$ cat src/rtl/rxs_pkg.sv
package rxs_pkg;

  // error rank, higher value wins
  typedef enum logic [1:0] {
    ERR_NONE = 2'd0,
    ERR_PAR  = 2'd1,
    ERR_OVR  = 2'd2,
    ERR_CDL  = 2'd3
  } err_e;

  typedef struct packed {
    logic wr;         // byte goes into buffer
    err_e err;        // highest-ranked closing error
    logic hunt;       // multidrop hunt request
    logic idle_step;  // clean all-ones character
    logic idle_clr;   // character restarts idle run
    logic inc_par;    // parity counter event
    logic inc_noise;  // noise counter event
  } chr_evt_t;

  // true when the three samples of a bit agree
  function automatic logic smp_agree(input logic [2:0] s);
    return (s == 3'b000) || (s == 3'b111);
  endfunction

  // pick the highest-ranked error of one character
  function automatic err_e pick_err(input logic cdl, input logic ovr, input logic par);
    if (cdl)      return ERR_CDL;
    else if (ovr) return ERR_OVR;
    else if (par) return ERR_PAR;
    else          return ERR_NONE;
  endfunction

endpackage

$ cat src/rtl/rxs_noise_track.sv
module rxs_noise_track (
  input  logic       clk,
  input  logic       rst_n,
  input  logic       smp_vld,
  input  logic [2:0] smp,
  input  logic       sync_mode,
  input  logic       chr_vld,
  output logic       chr_noisy
);
  import rxs_pkg::*;

  logic seen_q;
  logic smp_bad;

  assign smp_bad   = smp_vld && !sync_mode && !smp_agree(smp);
  assign chr_noisy = !sync_mode && (seen_q || smp_bad);

  always_ff @(posedge clk or negedge rst_n) begin
    if (!rst_n)       seen_q <= 1'b0;
    else if (chr_vld) seen_q <= 1'b0;
    else if (smp_bad) seen_q <= 1'b1;
  end
endmodule

$ cat src/rtl/rxs_classify.sv
module rxs_classify #(
  parameter int DATA_W = 8
) (
  input  logic              chr_vld,
  input  logic [DATA_W-1:0] chr_data,
  input  logic              par_bad,
  input  logic              cd_ctl_en,
  input  logic              cd_lost,
  input  logic              fifo_full,
  input  logic              mdrop_mode,
  input  logic              noisy,
  output rxs_pkg::chr_evt_t evt
);
  import rxs_pkg::*;

  logic cdl;
  logic all_ones;
  err_e err;

  assign cdl      = cd_ctl_en && cd_lost;
  assign all_ones = &chr_data;
  assign err      = pick_err(cdl, fifo_full, par_bad);

  always_comb begin
    evt           = '0;
    evt.err       = ERR_NONE;
    if (chr_vld) begin
      evt.err       = err;
      evt.idle_step = all_ones && (err == ERR_NONE);
      evt.idle_clr  = !evt.idle_step && !cdl;
      evt.wr        = !cdl && !evt.idle_step;
      evt.hunt      = mdrop_mode && (err != ERR_NONE);
      evt.inc_par   = !cdl && par_bad;
      evt.inc_noise = !cdl && noisy;
    end
  end
endmodule

$ cat src/rtl/rxs_idle_track.sv
module rxs_idle_track #(
  parameter int IDLE_W = 16
) (
  input  logic              clk,
  input  logic              rst_n,
  input  logic              step,
  input  logic              clr,
  input  logic [IDLE_W-1:0] idle_max,
  output logic              limit_hit
);
  localparam logic [IDLE_W-1:0] CNT_TOP = '1;

  logic [IDLE_W-1:0] cnt_q;
  logic [IDLE_W:0]   cnt_inc;

  assign cnt_inc   = {1'b0, cnt_q} + 1'b1;
  assign limit_hit = step && (idle_max != '0) && (cnt_inc >= {1'b0, idle_max});

  always_ff @(posedge clk or negedge rst_n) begin
    if (!rst_n)              cnt_q <= '0;
    else if (clr)            cnt_q <= '0;
    else if (limit_hit)      cnt_q <= '0;
    else if (step && cnt_q != CNT_TOP) cnt_q <= cnt_inc[IDLE_W-1:0];
  end
endmodule

$ cat src/rtl/rxs_sat_cnt.sv
module rxs_sat_cnt #(
  parameter int W = 16
) (
  input  logic         clk,
  input  logic         rst_n,
  input  logic         clr,
  input  logic         inc,
  output logic [W-1:0] cnt
);
  localparam logic [W-1:0] TOP = '1;

  always_ff @(posedge clk or negedge rst_n) begin
    if (!rst_n)                 cnt <= '0;
    else if (clr)               cnt <= '0;
    else if (inc && cnt != TOP) cnt <= cnt + 1'b1;
  end
endmodule

$ cat src/rtl/rxs_top.sv
module rxs_top #(
  parameter int DATA_W = 8,
  parameter int IDLE_W = 16,
  parameter int CNT_W  = 16
) (
  input  logic              clk,
  input  logic              rst_n,
  input  logic              bit_smp_vld,
  input  logic [2:0]        bit_smp,
  input  logic              chr_vld,
  input  logic [DATA_W-1:0] chr_data,
  input  logic              chr_par_bad,
  input  logic              cd_ctl_en,
  input  logic              cd_lost,
  input  logic              fifo_full,
  input  logic              sync_mode,
  input  logic              mdrop_mode,
  input  logic [IDLE_W-1:0] idle_max,
  input  logic              irq_en,
  input  logic              cnt_clr,
  output logic              wr_vld,
  output logic [DATA_W-1:0] wr_data,
  output logic              close_vld,
  output logic              close_ovr,
  output logic              close_cdl,
  output logic              close_par,
  output logic              irq,
  output logic              hunt_req,
  output logic [CNT_W-1:0]  par_cnt,
  output logic [CNT_W-1:0]  noise_cnt
);
  import rxs_pkg::*;

  localparam int N_CNT = 2;

  chr_evt_t         evt;
  logic             chr_noisy;
  logic             idle_hit;
  logic             buf_open;
  logic             close_err;
  logic             close_idle;
  logic             close_now;
  logic [N_CNT-1:0] cnt_inc;
  logic [CNT_W-1:0] cnt_val [N_CNT];

  rxs_noise_track u_noise (
    .clk       (clk),
    .rst_n     (rst_n),
    .smp_vld   (bit_smp_vld),
    .smp       (bit_smp),
    .sync_mode (sync_mode),
    .chr_vld   (chr_vld),
    .chr_noisy (chr_noisy)
  );

  rxs_classify #(.DATA_W(DATA_W)) u_class (
    .chr_vld    (chr_vld),
    .chr_data   (chr_data),
    .par_bad    (chr_par_bad),
    .cd_ctl_en  (cd_ctl_en),
    .cd_lost    (cd_lost),
    .fifo_full  (fifo_full),
    .mdrop_mode (mdrop_mode),
    .noisy      (chr_noisy),
    .evt        (evt)
  );

  rxs_idle_track #(.IDLE_W(IDLE_W)) u_idle (
    .clk       (clk),
    .rst_n     (rst_n),
    .step      (evt.idle_step),
    .clr       (evt.idle_clr),
    .idle_max  (idle_max),
    .limit_hit (idle_hit)
  );

  assign cnt_inc[0] = evt.inc_par;
  assign cnt_inc[1] = evt.inc_noise;

  for (genvar gi = 0; gi < N_CNT; gi++) begin : g_cnt
    rxs_sat_cnt #(.W(CNT_W)) u_cnt (
      .clk   (clk),
      .rst_n (rst_n),
      .clr   (cnt_clr),
      .inc   (cnt_inc[gi]),
      .cnt   (cnt_val[gi])
    );
  end

  assign par_cnt   = cnt_val[0];
  assign noise_cnt = cnt_val[1];

  // a carrier loss closes only a buffer that is open; overrun and parity
  // characters are written, so their buffer is always open
  assign close_err  = (evt.err == ERR_OVR) || (evt.err == ERR_PAR) ||
                      ((evt.err == ERR_CDL) && buf_open);
  assign close_idle = idle_hit && buf_open;
  assign close_now  = close_err || close_idle;

  always_ff @(posedge clk or negedge rst_n) begin
    if (!rst_n) begin
      buf_open  <= 1'b0;
      wr_vld    <= 1'b0;
      wr_data   <= '0;
      close_vld <= 1'b0;
      close_ovr <= 1'b0;
      close_cdl <= 1'b0;
      close_par <= 1'b0;
      irq       <= 1'b0;
      hunt_req  <= 1'b0;
    end else begin
      if (close_now)   buf_open <= 1'b0;
      else if (evt.wr) buf_open <= 1'b1;
      wr_vld    <= evt.wr;
      if (evt.wr) wr_data <= chr_data;
      close_vld <= close_now;
      close_ovr <= close_err && (evt.err == ERR_OVR);
      close_cdl <= close_err && (evt.err == ERR_CDL);
      close_par <= close_err && (evt.err == ERR_PAR);
      irq       <= close_now && irq_en;
      hunt_req  <= evt.hunt;
    end
  end
endmodule

$ cat config.mk
export PLATFORM = sky130hd
export DESIGN_NAME = rxs_top
export DESIGN_NICKNAME = d
export VERILOG_FILES = /design/src/rtl/rxs_pkg.sv /design/src/rtl/rxs_noise_track.sv /design/src/rtl/rxs_classify.sv /design/src/rtl/rxs_idle_track.sv /design/src/rtl/rxs_sat_cnt.sv /design/src/rtl/rxs_top.sv
export SDC_FILE = /design/constraint.sdc
export NUM_CORES = 1
export LEC_CHECK = 0
export BUFFER_PORTS_ARGS = -buffer_cell sky130_fd_sc_hd__buf_2
export CORE_ASPECT_RATIO = 0.5
export CORE_MARGIN = 5
export CORE_UTILIZATION = 60
export DETAILED_ROUTE_END_ITERATION = 8
export HOLD_SLACK_MARGIN = 0.08
export PLACE_DENSITY = 0.95
export SYNTH_ARGS = -nofsm -noshare
export SYNTH_HDL_FRONTEND = slang
export SYNTH_SLANG_ARGS = --single-unit
$ cat constraint.sdc
create_clock -name clk -period 9.4 [get_ports clk]
set_input_delay 1.88 -clock clk [delete_from_list [all_inputs] [get_ports clk]]
set_output_delay 1.88 -clock clk [all_outputs]
set_load 0.02 [all_outputs]
==> flow_metrics.py <==
metrics = {
    "status": {
        "outcome": "finished clean",
    },
    "sta": {
        "worst_clock_skew_ps": 9.48,
        "worstMarginPinSlew_ps": 1190,
        "fmax_mhz": 240,
        "relSlewSlack_pct": 20.9,
        "fin_crit_ps": 4160,
        "rsz0062_at_grt": "no",
        "setup_ws_ps": 5240,
        "drv_slew": 0,
        "finalSetupTns_ps": 0,
        "period_share_pct": 44.3,
        "hold_violations": 0,
        "setup_viol": 0,
    },
    "pwr": {
        "switchingPower_mw": 0.176,
        "swShare_pct": 23.8,
        "power_per_cell_area_nw_per_um2": 148,
        "intPower_mw": 0.562,
        "combPwrFrac_pct": 9.7,
        "seq_power_share_pct": 39.9,
        "power_frac_clock_pct": 50.4,
        "power.leakage_nw": 2.38,
        "vdd_drop_max_uv": 121,
    },
    "clock_network": {
        "cts_tree": "built",
        "clock_latency_ps": 330,
        "ctsHtreeMaxLevel": 3,
        "clk_pin_slew_worst_paths_ps": 60,
        "cts_buffers": 9,
        "cts_root_buffer": "clkbuf_16",
        "hold_buffers": 0,
        "cts_buffer_depth": 2,
        "ctsResizeCount": 0,
        "cts_sinks": 65,
        "cts_setup_buffers": 0,
    },
    "drt": {
        "drc": 0,
        "totalWireLength_um": 10600,
        "wl_per_cell_um": 17.1,
        "vias": 3793,
        "antenna_left": 0,
        "drt_iter0_markers": 443,
        "first_pass_iters": 5,
        "via_per_inst": 6.16,
    },
    "global_route": {
        "grt_pass1_vias": 3703,
        "grt_max_degree": 66,
        "antenna_found_initial": 0,
        "grtUsageMet2_pct": 40.5,
        "met3_usage_pct": 5.92,
        "grt_util_met1_pct": 29.3,
        "grt.busiest_layer": "met2",
        "grt_usage_pct": 24.4,
        "grt_pass1_wl_um": 17700,
        "grt_overflow": 0,
    },
    "yosys": {
        "yosysWarningCount": 0,
        "yosysUniqueCellTypes": 57,
        "synthCells": 442,
        "synth_top_cell_by_area": "dfrtp_1",
        "async_flop_share_pct": 100,
        "seq_area_frac_synth_pct": 38.5,
        "ys_top_cells_by_area": "dfrtp_1, ha_1, xnor2_1",
        "yosysTopAreaCellShare_pct": 38.5,
        "synthesis.area_um2": 4230,
        "synth-seq-cells": 65,
        "synth_ff_type": "dfrtp_1",
        "synth_nets": 503,
        "synth_edf_count": 0,
        "syn_avg_cell_area_um2": 9.57,
    },
    "critical_path": {
        "critPathArrivalTime_ps": 4310,
        "critPathLaunchType": "input pin",
        "r2r_start": "u_idle.cnt_q[0]",
        "cp-end-kind": "flip-flop",
        "critPathKind": "in -> reg",
        "reg2reg_slack_ps": 5340,
        "crit_start": "cd_ctl_en",
        "crit_fanout": 16,
        "required_ps": 9550,
    },
    "finish": {
        "diodes": 0,
        "seq_area_um2": 1630,
        "layout_common_cells": "buf_2, dfrtp_1, inv_1",
        "final_cells": 616,
        "final_common_cell": "buf_2",
        "finalNetCount": 580,
        "syn_to_final_growth_pct": 18.3,
        "fillCellCount": 445,
        "multi_input_area_um2": 2370,
        "drive_gt1_share_pct": 26.0,
        "final_core_util_pct": 73.8,
    },
    "min_path": {
        "hp-start": "u_noise.seen_q",
        "worstHoldPathType": "reg -> reg",
    },
    "die": {
        "start_util_pct": 62.4,
        "core-area_um2": 6780,
        "row_count": 21,
        "dieArea_um2": 8930,
        "die_w_um": 129,
        "ioPinCount": 86,
        "die_y_um": 69.4,
    },
    "placed_design": {
        "port_buffers": 85,
        "place_hpwl_um": 7110,
        "gp_congestion": 0.848,
        "place_ws_ps": 5060,
        "placed_cells": 600,
    },
    "job": {
        "cap_viol_max_count": 0,
    },
}
registers in the layout, indices dropped and copies added (netlist names):
signal and count:
hunt_req 1, g_cnt.u_cnt.cnt 32, wr_vld 1, close_cdl 1, wr_data 8, close_ovr 1
close_vld 1, u_noise.seen_q 1, irq 1, buf_open 1, close_par 1, u_idle.cnt_q 16
power by group through the flow:
stage / logic [mW] / registers (mW) / clock network (mW)
floorplan: 0.0297 / 0.309 / 0
global placement: 0.0676 / 0.299 / 0
detailed placement: 0.0697 / 0.299 / 0
CTS: 0.0718 / 0.294 / 0.374
global route: 0.0792 / 0.296 / 0.386
finish: 0.0715 / 0.295 / 0.372
cell usage after synthesis (2+ instances only):
cell type,number
dfrtp_1,65
inv_1,32
nor2_1,29
a21oi_1,24
nand2_1,23
ha_1,22
nand3_1,20
xnor2_1,20
nor3_1,19
xor2_1,17
nand4_1,15
clkbuf_1,13
o21ai_0,12
mux2_2,10
or3_1,10
and3_1,8
o211ai_2,8
nor2b_1,7
nor4_1,7
or4_1,6
a2111oi_0,5
a211oi_1,5
and4_1,5
mux2_1,5
o31ai_1,5
and2_1,4
buf_2,4
nor3_2,3
nor4b_1,3
o41ai_1,3
a211o_1,2
buf_4,2
mux2i_1,2
nand3_2,2
nor4_2,2
o2111ai_1,2
worst paths after layout:
check,endpoint,cells past startpoint
worst min register to register,u_noise.seen_q,2
min in group asynchronous,u_idle.cnt_q[8],2
worst max register to register,u_idle.cnt_q[12],10
max in group asynchronous,hunt_req,2
worst min-delay path,u_noise.seen_q,2
worst max-delay path,u_idle.cnt_q[12],6
critical path: stages:
cell and delay, ps:
buf_2 110, a211o_1 350, nor4_4 970, nand2_1 320
a31oi_4 570, nor3_1 120
kinds of logic (layout without fill, tap and decap cells):
| kind of cell | after synthesis | in the layout | share of synthesized area, % |
|---|---|---|---|
| multiplexers | 17 | 17 | 4.47 |
| flip-flops | 65 | 65 | 38.5 |
| AO/OA/AOI/OAI | 76 | 76 | 13.5 |
| adder cells (fa/ha/maj) | 22 | 22 | 6.51 |
| AND/OR/NAND/NOR | 171 | 171 | 23.8 |
| buffers and inverters | 54 | 136 | 5.65 |
| XOR/XNOR | 37 | 37 | 7.66 |
layer usage:
| metal | part of all wire, % | up-vias |
|---|---|---|
| li1 | - | 1766 |
| met1 | 40 | 1827 |
| met2 | 50 | 148 |
| met3 | 5.8 | 52 |
| met4 | 4.5 | 0 |
| met5 | 0 | - |
stage by stage:
stage                     hold slack [ps]  total power [mW]  cell area (um2)
final                                 489             0.738             5000
after detailed placement              474             0.369             4670
after global placement                469             0.367             4670
after global routing                  517             0.761             5000
after floorplan                       448             0.339             4230
after CTS                             486             0.740             5000
layout make-up:
cell class	count	area share, %
sequential	65	32.5
inverter	33	2.48
tap	92	2.30
clock inverter	4	1.50
multi-input combinational	323	47.3
timing repair buffer	87	8.80
clock buffer	12	5.13
No activity file was read; power rests on OpenSTA's default activity.
